File: config.mk
export PLATFORM = sky130hd
export DESIGN_NAME = dcs_scheme_select
export DESIGN_NICKNAME = d
export VERILOG_FILES = /design/src/rtl/dcs_pkg.sv /design/src/rtl/dcs_range_class.sv /design/src/rtl/dcs_pair_resolve.sv /design/src/rtl/dcs_field_reduce.sv /design/src/rtl/dcs_scheme_select.sv
export SDC_FILE = /design/constraint.sdc
export NUM_CORES = 1
export LEC_CHECK = 0
export BUFFER_PORTS_ARGS = -buffer_cell sky130_fd_sc_hd__buf_4
export CAP_MARGIN = 20
export CORE_AREA = 8 8 159 161
export DETAILED_ROUTE_END_ITERATION = 16
export DIE_AREA = 0 0 167 169
export GPL_ROUTABILITY_DRIVEN = 0
export HOLD_SLACK_MARGIN = 0.05
export SYNTH_ARGS = -nofsm -noshare
export SYNTH_HDL_FRONTEND = slang
export SYNTH_SLANG_ARGS = --single-unit
File: constraint.sdc
create_clock -name clk -period 4.31 [get_ports clk]
set_clock_uncertainty 0.1 [all_clocks]
set_input_delay 0.431 -clock clk [delete_from_list [all_inputs] [get_ports clk]]
set_output_delay 0.431 -clock clk [all_outputs]
set_load 0.02 [all_outputs]
File: src/rtl/dcs_pkg.sv
package dcs_pkg;

   typedef enum logic [1:0] {
      SCH_ONE  = 2'd0,
      SCH_MID  = 2'd1,
      SCH_WIDE = 2'd2,
      SCH_RAW  = 2'd3
   } scheme_e;

   localparam logic [2:0] MODE_RAW = 3'd5;

   // Mode index of a legal (vertical, horizontal) pair.
   function automatic logic [2:0] pair_mode(input scheme_e v, input scheme_e h);
      logic [2:0] m;
      if (v == SCH_RAW || h == SCH_RAW) begin
         m = MODE_RAW;
      end else if (h == SCH_ONE) begin
         case (v)
            SCH_ONE: m = 3'd0;
            SCH_MID: m = 3'd1;
            default: m = 3'd2;
         endcase
      end else if (h == SCH_MID) begin
         m = 3'd3;
      end else begin
         m = 3'd4;
      end
      return m;
   endfunction

endpackage

File: src/rtl/dcs_range_class.sv
module dcs_range_class
   import dcs_pkg::*;
#(
   parameter int DW     = 16,
   parameter int N_D2   = 8,
   parameter int MID_W  = 2,
   parameter int WIDE_W = 7
) (
   input  logic [DW-1:0]      d1,
   input  logic [N_D2*DW-1:0] d2,
   output scheme_e            raw_scheme,
   output logic               overflow
);

   localparam int MID_TOP  = DW - MID_W + 1;
   localparam int WIDE_TOP = DW - WIDE_W + 1;

   logic [N_D2-1:0] fit_one;
   logic [N_D2-1:0] fit_mid;
   logic [N_D2-1:0] fit_wide;
   logic            d1_fit;

   // A value fits W signed bits when its bits from W-1 up are all equal.
   for (genvar i = 0; i < N_D2; i++) begin : g_elem
      logic [DW-1:0]       e;
      logic [MID_TOP-1:0]  top_mid;
      logic [WIDE_TOP-1:0] top_wide;
      assign e           = d2[i*DW +: DW];
      assign top_mid     = e[DW-1:MID_W-1];
      assign top_wide    = e[DW-1:WIDE_W-1];
      assign fit_one[i]  = (&e) | ~(|e);
      assign fit_mid[i]  = (&top_mid) | ~(|top_mid);
      assign fit_wide[i] = (&top_wide) | ~(|top_wide);
   end

   logic [WIDE_TOP-1:0] d1_top;
   assign d1_top = d1[DW-1:WIDE_W-1];
   assign d1_fit = (&d1_top) | ~(|d1_top);

   always_comb begin
      overflow = ~(d1_fit & (&fit_wide));
      if (overflow)          raw_scheme = SCH_RAW;
      else if (&fit_one)     raw_scheme = SCH_ONE;
      else if (&fit_mid)     raw_scheme = SCH_MID;
      else                   raw_scheme = SCH_WIDE;
   end

endmodule

File: src/rtl/dcs_pair_resolve.sv
module dcs_pair_resolve
   import dcs_pkg::*;
(
   input  scheme_e    v_raw,
   input  scheme_e    h_raw,
   input  logic       v_ovf,
   input  logic       h_ovf,
   output scheme_e    v_fin,
   output scheme_e    h_fin,
   output logic [2:0] mode,
   output logic       incomp
);

   always_comb begin
      incomp = v_ovf | h_ovf;
      if (incomp) begin
         v_fin = SCH_RAW;
         h_fin = SCH_RAW;
      end else begin
         h_fin = h_raw;
         // a horizontal part wider than one bit needs the widest vertical format
         v_fin = (h_raw != SCH_ONE) ? SCH_WIDE : v_raw;
      end
      mode = pair_mode(v_fin, h_fin);
   end

endmodule

File: src/rtl/dcs_field_reduce.sv
module dcs_field_reduce
   import dcs_pkg::*;
#(
   parameter int DW     = 16,
   parameter int N_D2   = 8,
   parameter int MID_W  = 2,
   parameter int WIDE_W = 7
) (
   input  scheme_e                scheme,
   input  logic [DW-1:0]          d1,
   input  logic [N_D2*DW-1:0]     d2,
   output logic [WIDE_W-1:0]      d1_f,
   output logic [N_D2*WIDE_W-1:0] d2_f
);

   localparam logic [WIDE_W-1:0] ONE_W = WIDE_W'(1);

   for (genvar i = 0; i < N_D2; i++) begin : g_field
      logic [DW-1:0]     e;
      logic [WIDE_W-1:0] f;
      assign e = d2[i*DW +: DW];
      always_comb begin
         f = '0;
         case (scheme)
            SCH_ONE:  f[0]         = ~e[0];          // +1 offset on the LSB
            SCH_MID:  f[MID_W-1:0] = e[MID_W-1:0];
            SCH_WIDE: f            = e[WIDE_W-1:0];
            default:  f            = '0;
         endcase
      end
      assign d2_f[i*WIDE_W +: WIDE_W] = f;
   end

   always_comb begin
      case (scheme)
         SCH_ONE:          d1_f = d1[WIDE_W-1:0] - ONE_W;
         SCH_MID, SCH_WIDE: d1_f = d1[WIDE_W-1:0];
         default:          d1_f = '0;
      endcase
   end

endmodule

File: src/rtl/dcs_scheme_select.sv
module dcs_scheme_select
   import dcs_pkg::*;
#(
   parameter int DW     = 16,
   parameter int N_D2   = 8,
   parameter int MID_W  = 2,
   parameter int WIDE_W = 7
) (
   input  logic                    clk,
   input  logic                    rst_n,
   input  logic                    in_valid,
   input  logic [DW-1:0]           v_d1,
   input  logic [N_D2*DW-1:0]      v_d2,
   input  logic [DW-1:0]           h_d1,
   input  logic [N_D2*DW-1:0]      h_d2,
   output logic                    out_valid,
   output logic [1:0]              v_scheme,
   output logic [1:0]              h_scheme,
   output logic [2:0]              mode,
   output logic                    incompressible,
   output logic [WIDE_W-1:0]       v_d1_f,
   output logic [N_D2*WIDE_W-1:0]  v_d2_f,
   output logic [WIDE_W-1:0]       h_d1_f,
   output logic [N_D2*WIDE_W-1:0]  h_d2_f
);

   localparam int NPART = 2;   // index 0 vertical, 1 horizontal
   localparam int FW    = N_D2 * WIDE_W;

   if (N_D2 < 1) begin : g_bad_n
      $error("N_D2 must be at least 1");
   end
   if (MID_W < 2) begin : g_bad_mid
      $error("MID_W must be at least 2");
   end
   if (WIDE_W <= MID_W) begin : g_bad_wide
      $error("WIDE_W must exceed MID_W");
   end
   if (DW <= WIDE_W) begin : g_bad_dw
      $error("DW must exceed WIDE_W");
   end

   logic [DW-1:0]      p_d1   [NPART];
   logic [N_D2*DW-1:0] p_d2   [NPART];
   scheme_e            p_raw  [NPART];
   logic               p_ovf  [NPART];
   scheme_e            p_fin  [NPART];
   logic [WIDE_W-1:0]  p_d1f  [NPART];
   logic [FW-1:0]      p_d2f  [NPART];

   assign p_d1[0] = v_d1;
   assign p_d2[0] = v_d2;
   assign p_d1[1] = h_d1;
   assign p_d2[1] = h_d2;

   for (genvar p = 0; p < NPART; p++) begin : g_part
      dcs_range_class #(
         .DW(DW), .N_D2(N_D2), .MID_W(MID_W), .WIDE_W(WIDE_W)
      ) u_class (
         .d1         (p_d1[p]),
         .d2         (p_d2[p]),
         .raw_scheme (p_raw[p]),
         .overflow   (p_ovf[p])
      );

      dcs_field_reduce #(
         .DW(DW), .N_D2(N_D2), .MID_W(MID_W), .WIDE_W(WIDE_W)
      ) u_reduce (
         .scheme (p_fin[p]),
         .d1     (p_d1[p]),
         .d2     (p_d2[p]),
         .d1_f   (p_d1f[p]),
         .d2_f   (p_d2f[p])
      );
   end

   scheme_e    v_fin;
   scheme_e    h_fin;
   logic [2:0] mode_c;
   logic       incomp_c;

   dcs_pair_resolve u_pair (
      .v_raw  (p_raw[0]),
      .h_raw  (p_raw[1]),
      .v_ovf  (p_ovf[0]),
      .h_ovf  (p_ovf[1]),
      .v_fin  (v_fin),
      .h_fin  (h_fin),
      .mode   (mode_c),
      .incomp (incomp_c)
   );

   assign p_fin[0] = v_fin;
   assign p_fin[1] = h_fin;

   always_ff @(posedge clk) begin
      if (!rst_n) begin
         out_valid      <= 1'b0;
         v_scheme       <= '0;
         h_scheme       <= '0;
         mode           <= '0;
         incompressible <= 1'b0;
         v_d1_f         <= '0;
         v_d2_f         <= '0;
         h_d1_f         <= '0;
         h_d2_f         <= '0;
      end else begin
         out_valid <= in_valid;
         if (in_valid) begin
            v_scheme       <= v_fin;
            h_scheme       <= h_fin;
            mode           <= mode_c;
            incompressible <= incomp_c;
            v_d1_f         <= p_d1f[0];
            v_d2_f         <= p_d2f[0];
            h_d1_f         <= p_d1f[1];
            h_d2_f         <= p_d2f[1];
         end
      end
   end

endmodule

After elaboration in Yosys (flattened, before gate mapping)
Cells that the tools add are included.
Operators by class
  add/sub/neg operators: 2
  equality and inequality tests: 6
  mux-type cells: 63
  bitwise logic cells: 121
  reduce and logical (&&, ||, !) cells: 112
Operator list (count)
  $reduce_and 16->1: 16
  $reduce_or 16->1: 16
  $reduce_and 15->1: 16
  $reduce_or 15->1: 16
  $reduce_and 10->1: 18
  $reduce_or 10->1: 18
  $mux 5: 16
  $not 1->1: 68
  $or 1x1->1: 51
  $reduce_and 8->1: 6
  $pmux 1 s2: 16
  $pmux 7 s2: 2
  $mux 2: 9
  $mux 1: 16
  $sub 7x1->7 const B: 2
  $mux 3: 3
  $eq 2x2->1 const B: 4
  $eq 2x1->1 const B: 2
  $logic_not 2->1: 2
  $pmux 2 s2: 1
  $reduce_or 2->1: 2
  $and 1x1->1: 2
  $reduce_bool 2->1: 1
  $logic_or 1x1->1: 1
Word-level totals
  flip-flop bits (word level): 135
  bits of input ports: 291
  output and inout bits: 135
  logic and storage cells: 313

Logic depth before layout (Yosys ltp)
Gate-level depths: netlist (run 1).
  depth after elaboration: 14
  gate-level depth with buffers: 15
  gate-level depth less buffers: 13

Cells and area by module
From an unflattened synthesis (run 1), not the netlist that was laid out.
Second synthesis, totals
  cell total of the unflattened synthesis: 943
  area, all modules: 8423.1 um2
By module, submodules not included
  dcs_scheme_select: times used 1, cells an instance 434, area each 5082.4 um2, sequential area each 2702.6 um2
  dcs_range_class: times used 2, cells an instance 148, area each 962.2 um2, sequential area each 0.0 um2
  dcs_field_reduce: times used 2, cells an instance 101, area each 669.4 um2, sequential area each 0.0 um2
  dcs_pair_resolve: times used 1, cells an instance 11, area each 77.6 um2, sequential area each 0.0 um2

Worst setup path before layout (run 1)
OpenSTA, ideal clock, no wires.
  kind: input-to-reg
  from: in h_d2[47]
  to: reg v_d2_f[10]
  data arrival time: 3.326 ns
  data required time: 4.145 ns
  path slack: 0.819 ns
  cell stages on the path: 14
  cell sequence: or4_1 nor4_2 o22ai_1 nor4_2 and3_1 buf_4 o31a_1 ha_1 clkbuf_1 and2_1 clkbuf_1 clkbuf_1 a22oi_1 nor2_1
On the way
  word-level cells in the longest chain between the ends: 12
Ends and longest elaborated chain
  start, declared: RTL line dcs_scheme_select.sv:15  | input logic [N_D2*DW-1:0] h_d2,
  $reduce_or 15->1: RTL line dcs_range_class.sv:32  | assign fit_mid[i] = (&top_mid) | ~(|top_mid);
  $not 1->1: RTL line dcs_range_class.sv:32
  $or 1x1->1: RTL line dcs_range_class.sv:32
  $reduce_and 8->1: RTL line dcs_range_class.sv:44  | else if (&fit_mid) raw_scheme = SCH_MID;
  $mux 2: RTL line dcs_range_class.sv:44
  $mux 2: RTL line dcs_range_class.sv:43  | else if (&fit_one) raw_scheme = SCH_ONE;
  $mux 2: RTL line dcs_range_class.sv:42  | if (overflow) raw_scheme = SCH_RAW;
  $reduce_bool 2->1: RTL line dcs_pair_resolve.sv:22  | v_fin = (h_raw != SCH_ONE) ? SCH_WIDE : v_raw;
  $mux 2: RTL line dcs_pair_resolve.sv:22
  $mux 2 *: RTL line dcs_pair_resolve.sv:16  | if (incomp) begin
  $eq 2x2->1 *: RTL line dcs_field_reduce.sv:24  | case (scheme)
  $mux 5 *: RTL line dcs_field_reduce.sv:24
  end signal, assigned: RTL line dcs_scheme_select.sv:115  | v_d2_f <= p_d2f[0];
  end, declared: RTL line dcs_scheme_select.sv:22  | output logic [N_D2*WIDE_W-1:0] v_d2_f,
Mark *: on every way between the ends. The rest lies on a longest branch, timed or not.
A chain may end at the register's enable or synchronous reset.

Worst setup path in the final report (run 1)
  from: in h_d2[47]
  to: reg v_d1_f[5]
On the way
  word-level cells in the longest chain between the ends: 13
Ends and longest elaborated chain
  $reduce_or 15->1: RTL line dcs_range_class.sv:32
  $not 1->1: RTL line dcs_range_class.sv:32
  $or 1x1->1: RTL line dcs_range_class.sv:32
  $reduce_and 8->1: RTL line dcs_range_class.sv:44
  $mux 2: RTL line dcs_range_class.sv:44
  $mux 2: RTL line dcs_range_class.sv:43
  $mux 2: RTL line dcs_range_class.sv:42
  $reduce_bool 2->1: RTL line dcs_pair_resolve.sv:22
  $mux 2: RTL line dcs_pair_resolve.sv:22
  $mux 2 *: RTL line dcs_pair_resolve.sv:16
  $eq 2x1->1 or $eq 2x2->1 (tied branches): RTL line dcs_field_reduce.sv:35  | case (scheme)
  $reduce_or 2->1 (no line)
  $pmux 7 s2 *: RTL line dcs_field_reduce.sv:35
  end signal, assigned: RTL line dcs_scheme_select.sv:114  | v_d1_f <= p_d1f[0];
  end, declared: RTL line dcs_scheme_select.sv:21  | output logic [WIDE_W-1:0] v_d1_f,
Marks and branches as above.

==> impl_metrics.tcl, run 1 <==
set metrics [dict create \
    status "finished clean" \
    io_pins 426 \
    remaining_drc_errors 0 \
    synth_nets 1143 \
    die-area_um2 28200 \
    synthArstFlopShare 0 \
    grt_overflow_total 0 \
    post_cts_resize_count 0 \
    critical_path_class "in -> reg" \
    grt_pass1_vias 8368 \
    placed_cell_area_um2 10400 \
    whs_ps 130 \
    tightestPinTransition_ps 1080 \
    multi_input_area_um2 3990 \
    clkTransAtPathRegs_ps 70 \
    row_count 56 \
    wire_per_inst_um 22.2 \
    critical_path_arrival_ps 3980 \
    yosysMostFrequentCell "dfxtp_1" \
    clock_path_buffers 2 \
    cts_tree "yes" \
    cts.sinks 135 \
    synth_edf_count 0 \
    synth_flop_cell "dfxtp_1" \
    first_iter_violations 486 \
    syn-cell-area_um2 6930 \
    postCtsHoldBufs 0 \
    ir_drop_mv 0.237 \
    synth.distinct_cells 45 \
    cts_setup_buffers 0 \
    period_needed_ps 3790 \
    tns_ps 0 \
    synth.largest_area_cell "dfxtp_1" \
    cts_root_buffer "clkbuf_16" \
    timing.fmax_ghz 0.264 \
    hold_violations 0 \
    syn_to_final_growth_pct 59.6 \
    die_h_um 169 \
    drtPass1Iterations 5 \
    fill_cells 2268 \
    clock_latency_ps 420 \
    start_kind "primary input" \
    layout-drive-gt1-share 0.381 \
    fin_area_um2 11100 \
    grt_max_degree 50 \
    ys_ff_latch 135 \
    crit_fanout 5 \
    synth_common_cells "dfxtp_1, nor2_1, a21oi_1, nand4_1, nand2_1" \
    setup_viol 0 \
    cp.required_ps 4500 \
    drv_cap 0 \
    grt_pass1_wl_um 50900 \
    numPortBuffers 425 \
    power_density_nw_per_um2 297 \
    slew_violations 0 \
    synthesis.instances 844 \
    p_leak_nw 4.65 \
    grt_usage 0.235 \
    hold_path.class "in -> reg" \
    rsz0062_at_grt "false" \
    synth-seq-area-share 0.390 \
    initial_core_util 0.302 \
    syn_area_per_cell_um2 8.21 \
    synth.top_cell.area_share 0.390 \
    synth_area_leaders "dfxtp_1, a22o_1, nand4_1" \
    coreArea_um2 22900 \
    layout.nets 1555 \
    antenna_found_initial 2 \
    yosysWarnings 0 \
    slew_headroom 0.276 \
    numCtsBuffers 17 \
    finalCritPeriodShare 0.880 \
    viasPerCell 5.34 \
    chipWidth_um 167 \
    antenna_left 0 \
    cp-end-kind "flop" \
    wl_um 34700 \
    post-dp-hpwl_um 28200 \
    final-seq-area_um2 2700 \
    htreeDepth 4 \
    num_vias 8336 \
]
[power by group]
part | leakage [nW] | internal, W | switching [W]
Sequential | 1.09 | 0.00126 | 0.00000689
Clock | 0.293 | 0.000974 | 0.000607
Combinational | 3.26 | 0.000227 | 0.000212
[layer usage]
metal  global-route usage  vias up  routed length (um)
met5                    0        -                  12
met4               0.0971        2                1050
met3               0.0727       57                2630
met2                0.399      347               16800
met1                0.270     3871               14200
li1                     -     4059                   -
[final timing paths]
check	from	cells after the start	slack, ps	to
setup / recovery	h_d2[47]	13	520	v_d1_f[5]
hold / removal	h_d2[114]	2	130	h_d2_f[51]
setup reg to reg	v_d2_f[54]	3	3450	v_d2_f[54]
hold reg to reg	h_d2_f[43]	2	360	h_d2_f[43]
[kinds of logic after synthesis]
| group | share of synthesized area |
|---|---|
| xor+xnor | 0.00632 |
| flops | 0.390 |
| buf+inv | 0.0352 |
| compound gates | 0.189 |
| mux | 0.0289 |
| fa+ha+maj | 0.0144 |
| simple gates | 0.336 |
[final cells by class]
class,instances,area share
Multi-Input combinational cell,647,0.361
Timing Repair Buffer,440,0.300
Clock inverter,14,0.0180
Tap cell,290,0.0328
Clock buffer,18,0.0388
Antenna cell,1,0.000226
Sequential cell,135,0.244
Inverter,15,0.00520
[critical path, stage by stage]
cell	delay, ps
buf_4	120
or4_1	530
nor4_2	400
o22ai_1	260
nor4_2	460
nand3_1	240
nor3_2	380
ha_1	320
nand2_1	130
o21ai_0	100
a22oi_1	350
a2bb2oi_1	190
nor2_1	50
[placed cells by master, fill, tap and decap left out, drive strengths merged, types with 10 or more instances in the layout]
cell type / count
nor4: 31
and3: 15
or4: 41
o21ai: 23
nand3: 42
clkbuf: 18
inv: 16
and2: 10
nand2: 46
a22o: 41
a21oi: 64
dfxtp: 135
a211oi: 22
nor3: 25
nor2b: 33
nor2: 89
a22oi: 22
mux2i: 20
buf: 440
nand4: 57
[flip-flops by register name (all words and copies together) (netlist names)]
| register | cells |
|---|---|
| h_d2_f | 56 |
| h_d1_f | 7 |
| v_scheme | 2 |
| h_scheme | 2 |
| mode | 3 |
| v_d2_f | 56 |
| incompressible | 1 |
| out_valid | 1 |
| v_d1_f | 7 |
[stage by stage]
step / std cells / util / setup WS [ps] / total power [W]
after floorplan: 844 / - / 819 / 0.00141
after global placement: 1527 / 0.455 / 66.5 / 0.00173
after detailed placement: 1527 / 0.455 / 71.2 / 0.00173
after CTS: 1559 / 0.483 / 516 / 0.00331
after global routing: 1560 / 0.483 / 211 / 0.00341
final: 1560 / 0.483 / 516 / 0.00329
Power figures use the tool's default switching activity.
==> inputs of run 2 (changes only) <==
==> constraint.sdc (replaced) <==
create_clock -name clk -period 4.31 [get_ports clk]
set_clock_uncertainty 0.1 [all_clocks]
set_input_delay 0.2155 -clock clk [delete_from_list [all_inputs] [get_ports clk]]
set_output_delay 0.2155 -clock clk [all_outputs]
set_load 0.02 [all_outputs]
==> run 2 against run 1 <==
Net effect:
- power grew 0.46%
- count of clock-buffer cells in the layout grew 2
- non-clock buffer count grew 95
- hold slack lost 51 ps
- worst setup slack lost 270 ps
- global-route usage grew 0.84 points
- critical path depth grew 1
- register-to-register slack lost 20 ps
- first-iteration DRC count grew 10%
- combinational power grew 18%
- clock power shrank 4%
- largest power group unchanged
==> impl_metrics.tcl, run 2 (synthesis gave the netlist of run 1 again) <==
set metrics [dict create \
    power_density_nw_per_um2 275 \
    layout-drive-gt1-share 0.356 \
    htreeDepth 4 \
    grt_overflow_total 0 \
    timing.fmax_ghz 0.246 \
    initial_core_util 0.302 \
    remaining_drc_errors 0 \
    grt_usage 0.243 \
    finalCritPeriodShare 0.942 \
    hold_violations 0 \
    grt_max_degree 89 \
    drv_cap 0 \
    cts_tree "yes" \
    multi_input_area_um2 4020 \
    post-dp-hpwl_um 28000 \
    grt_pass1_vias 8875 \
    cts_root_buffer "clkbuf_16" \
    start_kind "primary input" \
    row_count 56 \
    chipWidth_um 167 \
    crit_start "h_d2[118]" \
    crit_fanout 10 \
    grt_util_met2 0.410 \
    slew_headroom 0.277 \
    num_vias 8841 \
    drtPass1Iterations 5 \
    ir_drop_mv 0.229 \
    final_cell_mix "buf_4, dfxtp_1, dlygate4sd3_1, nor2_1, a21oi_1" \
    first_iter_violations 537 \
    coreArea_um2 22900 \
    wire_per_inst_um 21.7 \
    busiest_layer "met2" \
    grt_pass1_wl_um 53200 \
    cp.required_ps 4490 \
    clock_latency_ps 420 \
    die_h_um 169 \
    reg_top3 "h_d2_f: 56 flops, v_d2_f: 56 flops" \
    viasPerCell 5.34 \
    antenna_left 0 \
    layout.nets 1650 \
    final-seq-area_um2 2700 \
    p_total_w 0.00330 \
    critical_path_class "in -> reg" \
    clock_path_buffers 2 \
    fin_cells 1655 \
    numPortBuffers 425 \
    grt_use_met1 0.284 \
    min_from "v_d1[3]" \
    period_needed_ps 4060 \
    critical_path_arrival_ps 4240 \
    clkTransAtPathRegs_ps 60 \
    hold_path.class "in -> reg" \
    numCtsBuffers 17 \
    r2r-start "v_d1_f[6]" \
    grt_util_met3 0.0652 \
    placed_cells 1525 \
    antenna_found_initial 1 \
    slew_violations 0 \
    die-area_um2 28200 \
    tightestPinTransition_ps 1080 \
    setup_viol 0 \
    final_common_cell "buf_4" \
    fill_cells 2205 \
    syn_to_final_growth_pct 73.3 \
    cts.sinks 135 \
    wl_um 35800 \
    status "finished clean" \
    cp-end-kind "flop" \
    io_pins 426 \
    p_leak_nw 5.04 \
]
run 2: cell types whose count changed in the layout (fill, tap and decap cells not counted), sizes merged:
cell	previous run	this run
clkinvlp	4	5
inv	16	14
bufinv	4	3
dlygate4sd3	0	97
clkbuf	18	20
buf	440	438
run 2: worst max-delay path: stages:
cell and delay, ps:
dlygate4sd3_1 550, buf_4 150, or4_1 420, nor4_2 410, o22ai_1 260, nor4_2 440
nand3_1 290, nor3_4 320, ha_1 340, and2_1 330, o21ai_0 200, o21ai_0 100
a21oi_1 150, nor2_1 50
run 2: cell type report:
class | instances | area share
Timing Repair Buffer | 535 | 0.355
Multi-Input combinational cell | 647 | 0.334
Sequential cell | 135 | 0.225
Clock buffer | 20 | 0.0380
Tap cell | 290 | 0.0302
Clock inverter | 12 | 0.0126
Inverter | 15 | 0.00479
Antenna cell | 1 | 0.000208
run 2: routing by layer:
| metal | part of all wire | vias to the layer above | wire length, um |
|---|---|---|---|
| li1 | - | 4251 | - |
| met2 | 0.48 | 384 | 17200 |
| met5 | 0 | - | 0 |
| met1 | 0.41 | 4145 | 14600 |
| met4 | 0.038 | 0 | 1370 |
| met3 | 0.074 | 61 | 2640 |
run 2: report_power, final:
part           total (W)  leakage (nW)  internal [W]  switching [W]
registers        0.00127          1.09       0.00126     0.00000657
logic           0.000517          3.67      0.000284       0.000232
clock network    0.00152         0.284      0.000938       0.000579
run 2: what timing repair did:
item                                    CTS  global route
resized for setup                         0             5
hold buffers                             97             0
endpoints found under the setup margin    0            11
setup buffers                             0             0
endpoints found under the hold margin   101             0
run 2: final timing paths:
check,to,slack [ps],depth (start not counted)
hold reg to reg,h_d2_f[43],370,2
setup / recovery,v_d1_f[6],250,14
setup reg to reg,v_d1_f[6],3430,3
hold / removal,v_d1_f[3],80,4
run 2: metrics by stage:
stage,utilization,hold WS (ps),cell area (um^2),worst slack (ps),TNS [ps]
3_3_place_gp,0.454,342,10400,330,0
3_5_place_dp,0.454,347,10400,292,0
4_1_cts,0.523,62.2,12000,237,0
2_1_floorplan,-,241,6930,1030,0
5_1_grt,0.524,82.9,12000,-0.731,-0.731
6_report,0.524,79.2,12000,250,0
==> inputs of run 3 (changes only) <==
- ABC_AREA: default -> 1
- CORE_AREA: 8 8 159 161 -> 8 8 158 160
- DIE_AREA: 0 0 167 169 -> 0 0 166 168
- PLACE_DENSITY: default -> 0.7
==> run 3 against run 2 <==
Net effect:
- sequential power about the same
- via count up 36%
- first-iteration DRC count up 39%
- critical path depth up 6
- non-clock buffer count up 11
- power up 0.59%
- sequential share of layout area down 3.1 points
- largest cell class is now multi-input gates
- highest routed layer unchanged
==> impl_metrics.tcl, run 3 <==
set metrics [dict create \
    status "finished clean" \
    grt_usage 0.280 \
    die_h_um 168 \
    postCtsHoldBufs 112 \
    synth_common_cells "nand2_1, nor2_1, nand3_1, dfxtp_1, a21oi_1" \
    coreArea_um2 22400 \
    setup_viol 0 \
    clock_latency_ps 430 \
    ff2ff_setup_slack_ps 3480 \
    drv_cap 0 \
    start_kind "primary input" \
    wire_per_inst_um 17.5 \
    remaining_drc_errors 0 \
    period_needed_ps 3480 \
    rr_worst_depth 4 \
    hold_path.class "in -> reg" \
    final_common_cell "buf_4" \
    yosysWarnings 0 \
    cts_tree "yes" \
    crit_start "h_d2[22]" \
    met2_length_um 19500 \
    final_cell_mix "buf_4, nand2_1, nor2_1, nand3_1, dfxtp_1" \
    fill_cells 2065 \
    cts.sinks 135 \
    synth.distinct_cells 36 \
    num_vias 12000 \
    critical_path_class "in -> reg" \
    first_iter_violations 744 \
    post-dp-hpwl_um 31300 \
    cts_setup_buffers 0 \
    post_cts_resize_count 0 \
    cp-end-kind "flop" \
    numCtsBuffers 17 \
    row_count 55 \
    viasPerCell 5.16 \
    fin_cells 2324 \
    timing.final.ws_setup_ps 828 \
    drtPass1Iterations 5 \
    numPortBuffers 425 \
    power_density_nw_per_um2 239 \
    io_pins 426 \
    cts_root_buffer "clkbuf_16" \
    finalCritPeriodShare 0.808 \
    htreeDepth 4 \
    layout.nets 2324 \
    layout-drive-gt1-share 0.239 \
    synth.top_cell.area_share 0.306 \
    r2r-start "mode[2]" \
    rsz0062_at_grt "false" \
    grt_max_degree 90 \
    clkTransAtPathRegs_ps 70 \
    wl_met3_um 3160 \
    wl_um 40700 \
    place_ws_ps 946 \
    holdPathEnd "v_d2_f[54]" \
    synth.largest_area_cell "dfxtp_1" \
    min_from "v_d2[117]" \
    tightestPinTransition_ps 985 \
    wl_met1_um 16400 \
    antenna_found_initial 1 \
    synth_edf_count 0 \
    slew_violations 0 \
    crit_fanout 18 \
    ys_ff_latch 135 \
    die-area_um2 27900 \
    initial_core_util 0.395 \
    grt_pass1_wl_um 63300 \
    yosysMostFrequentCell "nand2_1" \
    syn_to_final_growth_pct 57.5 \
    timing.fmax_ghz 0.287 \
    placed_cells 2179 \
    cp.required_ps 4560 \
    maxUsedRoutingLayer "met4" \
    antenna_left 0 \
    grt_overflow_total 0 \
    synth-seq-area-share 0.306 \
    slew_headroom 0.343 \
    grt_pass1_vias 11800 \
    syn-cell-area_um2 8820 \
    holdPathStages 3 \
    reg2reg_to "mode[2]" \
    synth_flop_cell "dfxtp_1" \
    synthArstFlopShare 0 \
    tns_ps 0 \
    synth_area_leaders "dfxtp_1, nand2_1, nor2_1" \
    clock_path_buffers 2 \
    synth_nets 1816 \
    reg_top3 "h_d2_f: 56 flops, v_d2_f: 56 flops" \
    p_total_w 0.00332 \
    syn_area_per_cell_um2 5.82 \
    synthesis.instances 1517 \
    p_leak_nw 6.14 \
    ir_drop_mv 0.254 \
    chipWidth_um 166 \
    critical_path_arrival_ps 3730 \
    hold_violations 0 \
]
==> run 3: logic make-up after synthesis <==
logic type	count (synthesis)	synth area share
and+or+nand+nor	1016	0.496
AOI/OAI and AO/OA	202	0.117
DFF	135	0.306
buffers and inverters	152	0.0658
adders and majority gates	8	0.0113
xor gates and xnor gates	4	0.00397
==> run 3: final cells by class <==
| class | instances | area [um^2] | area share |
|---|---|---|---|
| well taps | 285 | 357 | 0.0257 |
| clock inverters | 13 | 114 | 0.00819 |
| repair buffers | 546 | 4380 | 0.315 |
| diodes | 1 | 2.50 | 0.000180 |
| clock buffers | 19 | 443 | 0.0319 |
| inverters | 95 | 359 | 0.0258 |
| multi-input cells | 1230 | 5540 | 0.399 |
| flip-flops and latches | 135 | 2700 | 0.194 |
==> run 3: critical path: stages <==
cell           delay, ps
dlygate4sd3_1        540
buf_4                150
nor2_1               140
nand2_1               80
nor2_2               100
nand2_1               60
nand2_1               80
nand3_1              130
nor2_1               120
nand2_1              140
nor2_4               370
inv_1                120
nor2_1               230
ha_1                 310
inv_1                250
o211ai_1             230
o21ai_0              150
inv_1                 70
nand3_1               80
a21oi_1              140
==> run 3: layer usage <==
layer  up-vias  GRT usage
met4         0      0.117
met3        88     0.0823
li1       6003          -
met2       489      0.489
met5         -          0
met1      5421      0.315
==> run 3: per-stage QoR <==
step / instance area (um^2) / util / hold WS, ps
5_1_grt: 13900 / 0.621 / 59.3
2_1_floorplan: 8820 / - / 255
6_report: 13900 / 0.621 / 72.5
4_1_cts: 13900 / 0.621 / 53.8
3_5_place_dp: 12200 / 0.546 / 356
3_3_place_gp: 12200 / 0.546 / 353
==> run 3: power by group <==
group | switching, W | internal (W) | total, W | leakage [nW]
clock network | 0.000628 | 0.000768 | 0.00140 | 0.272
registers | 0.00000662 | 0.00126 | 0.00127 | 1.09
logic | 0.000335 | 0.000324 | 0.000659 | 4.77
total | 0.000969 | 0.00235 | 0.00332 | 6.14
==> run 3: worst max path at each step <==
stage,endpoint
global placement,h_d1_f[6]
finish,h_d1_f[6]
global route,h_d1_f[6]
floorplan,h_d1_f[6]
detailed placement,h_d1_f[6]
CTS,h_d1_f[6]
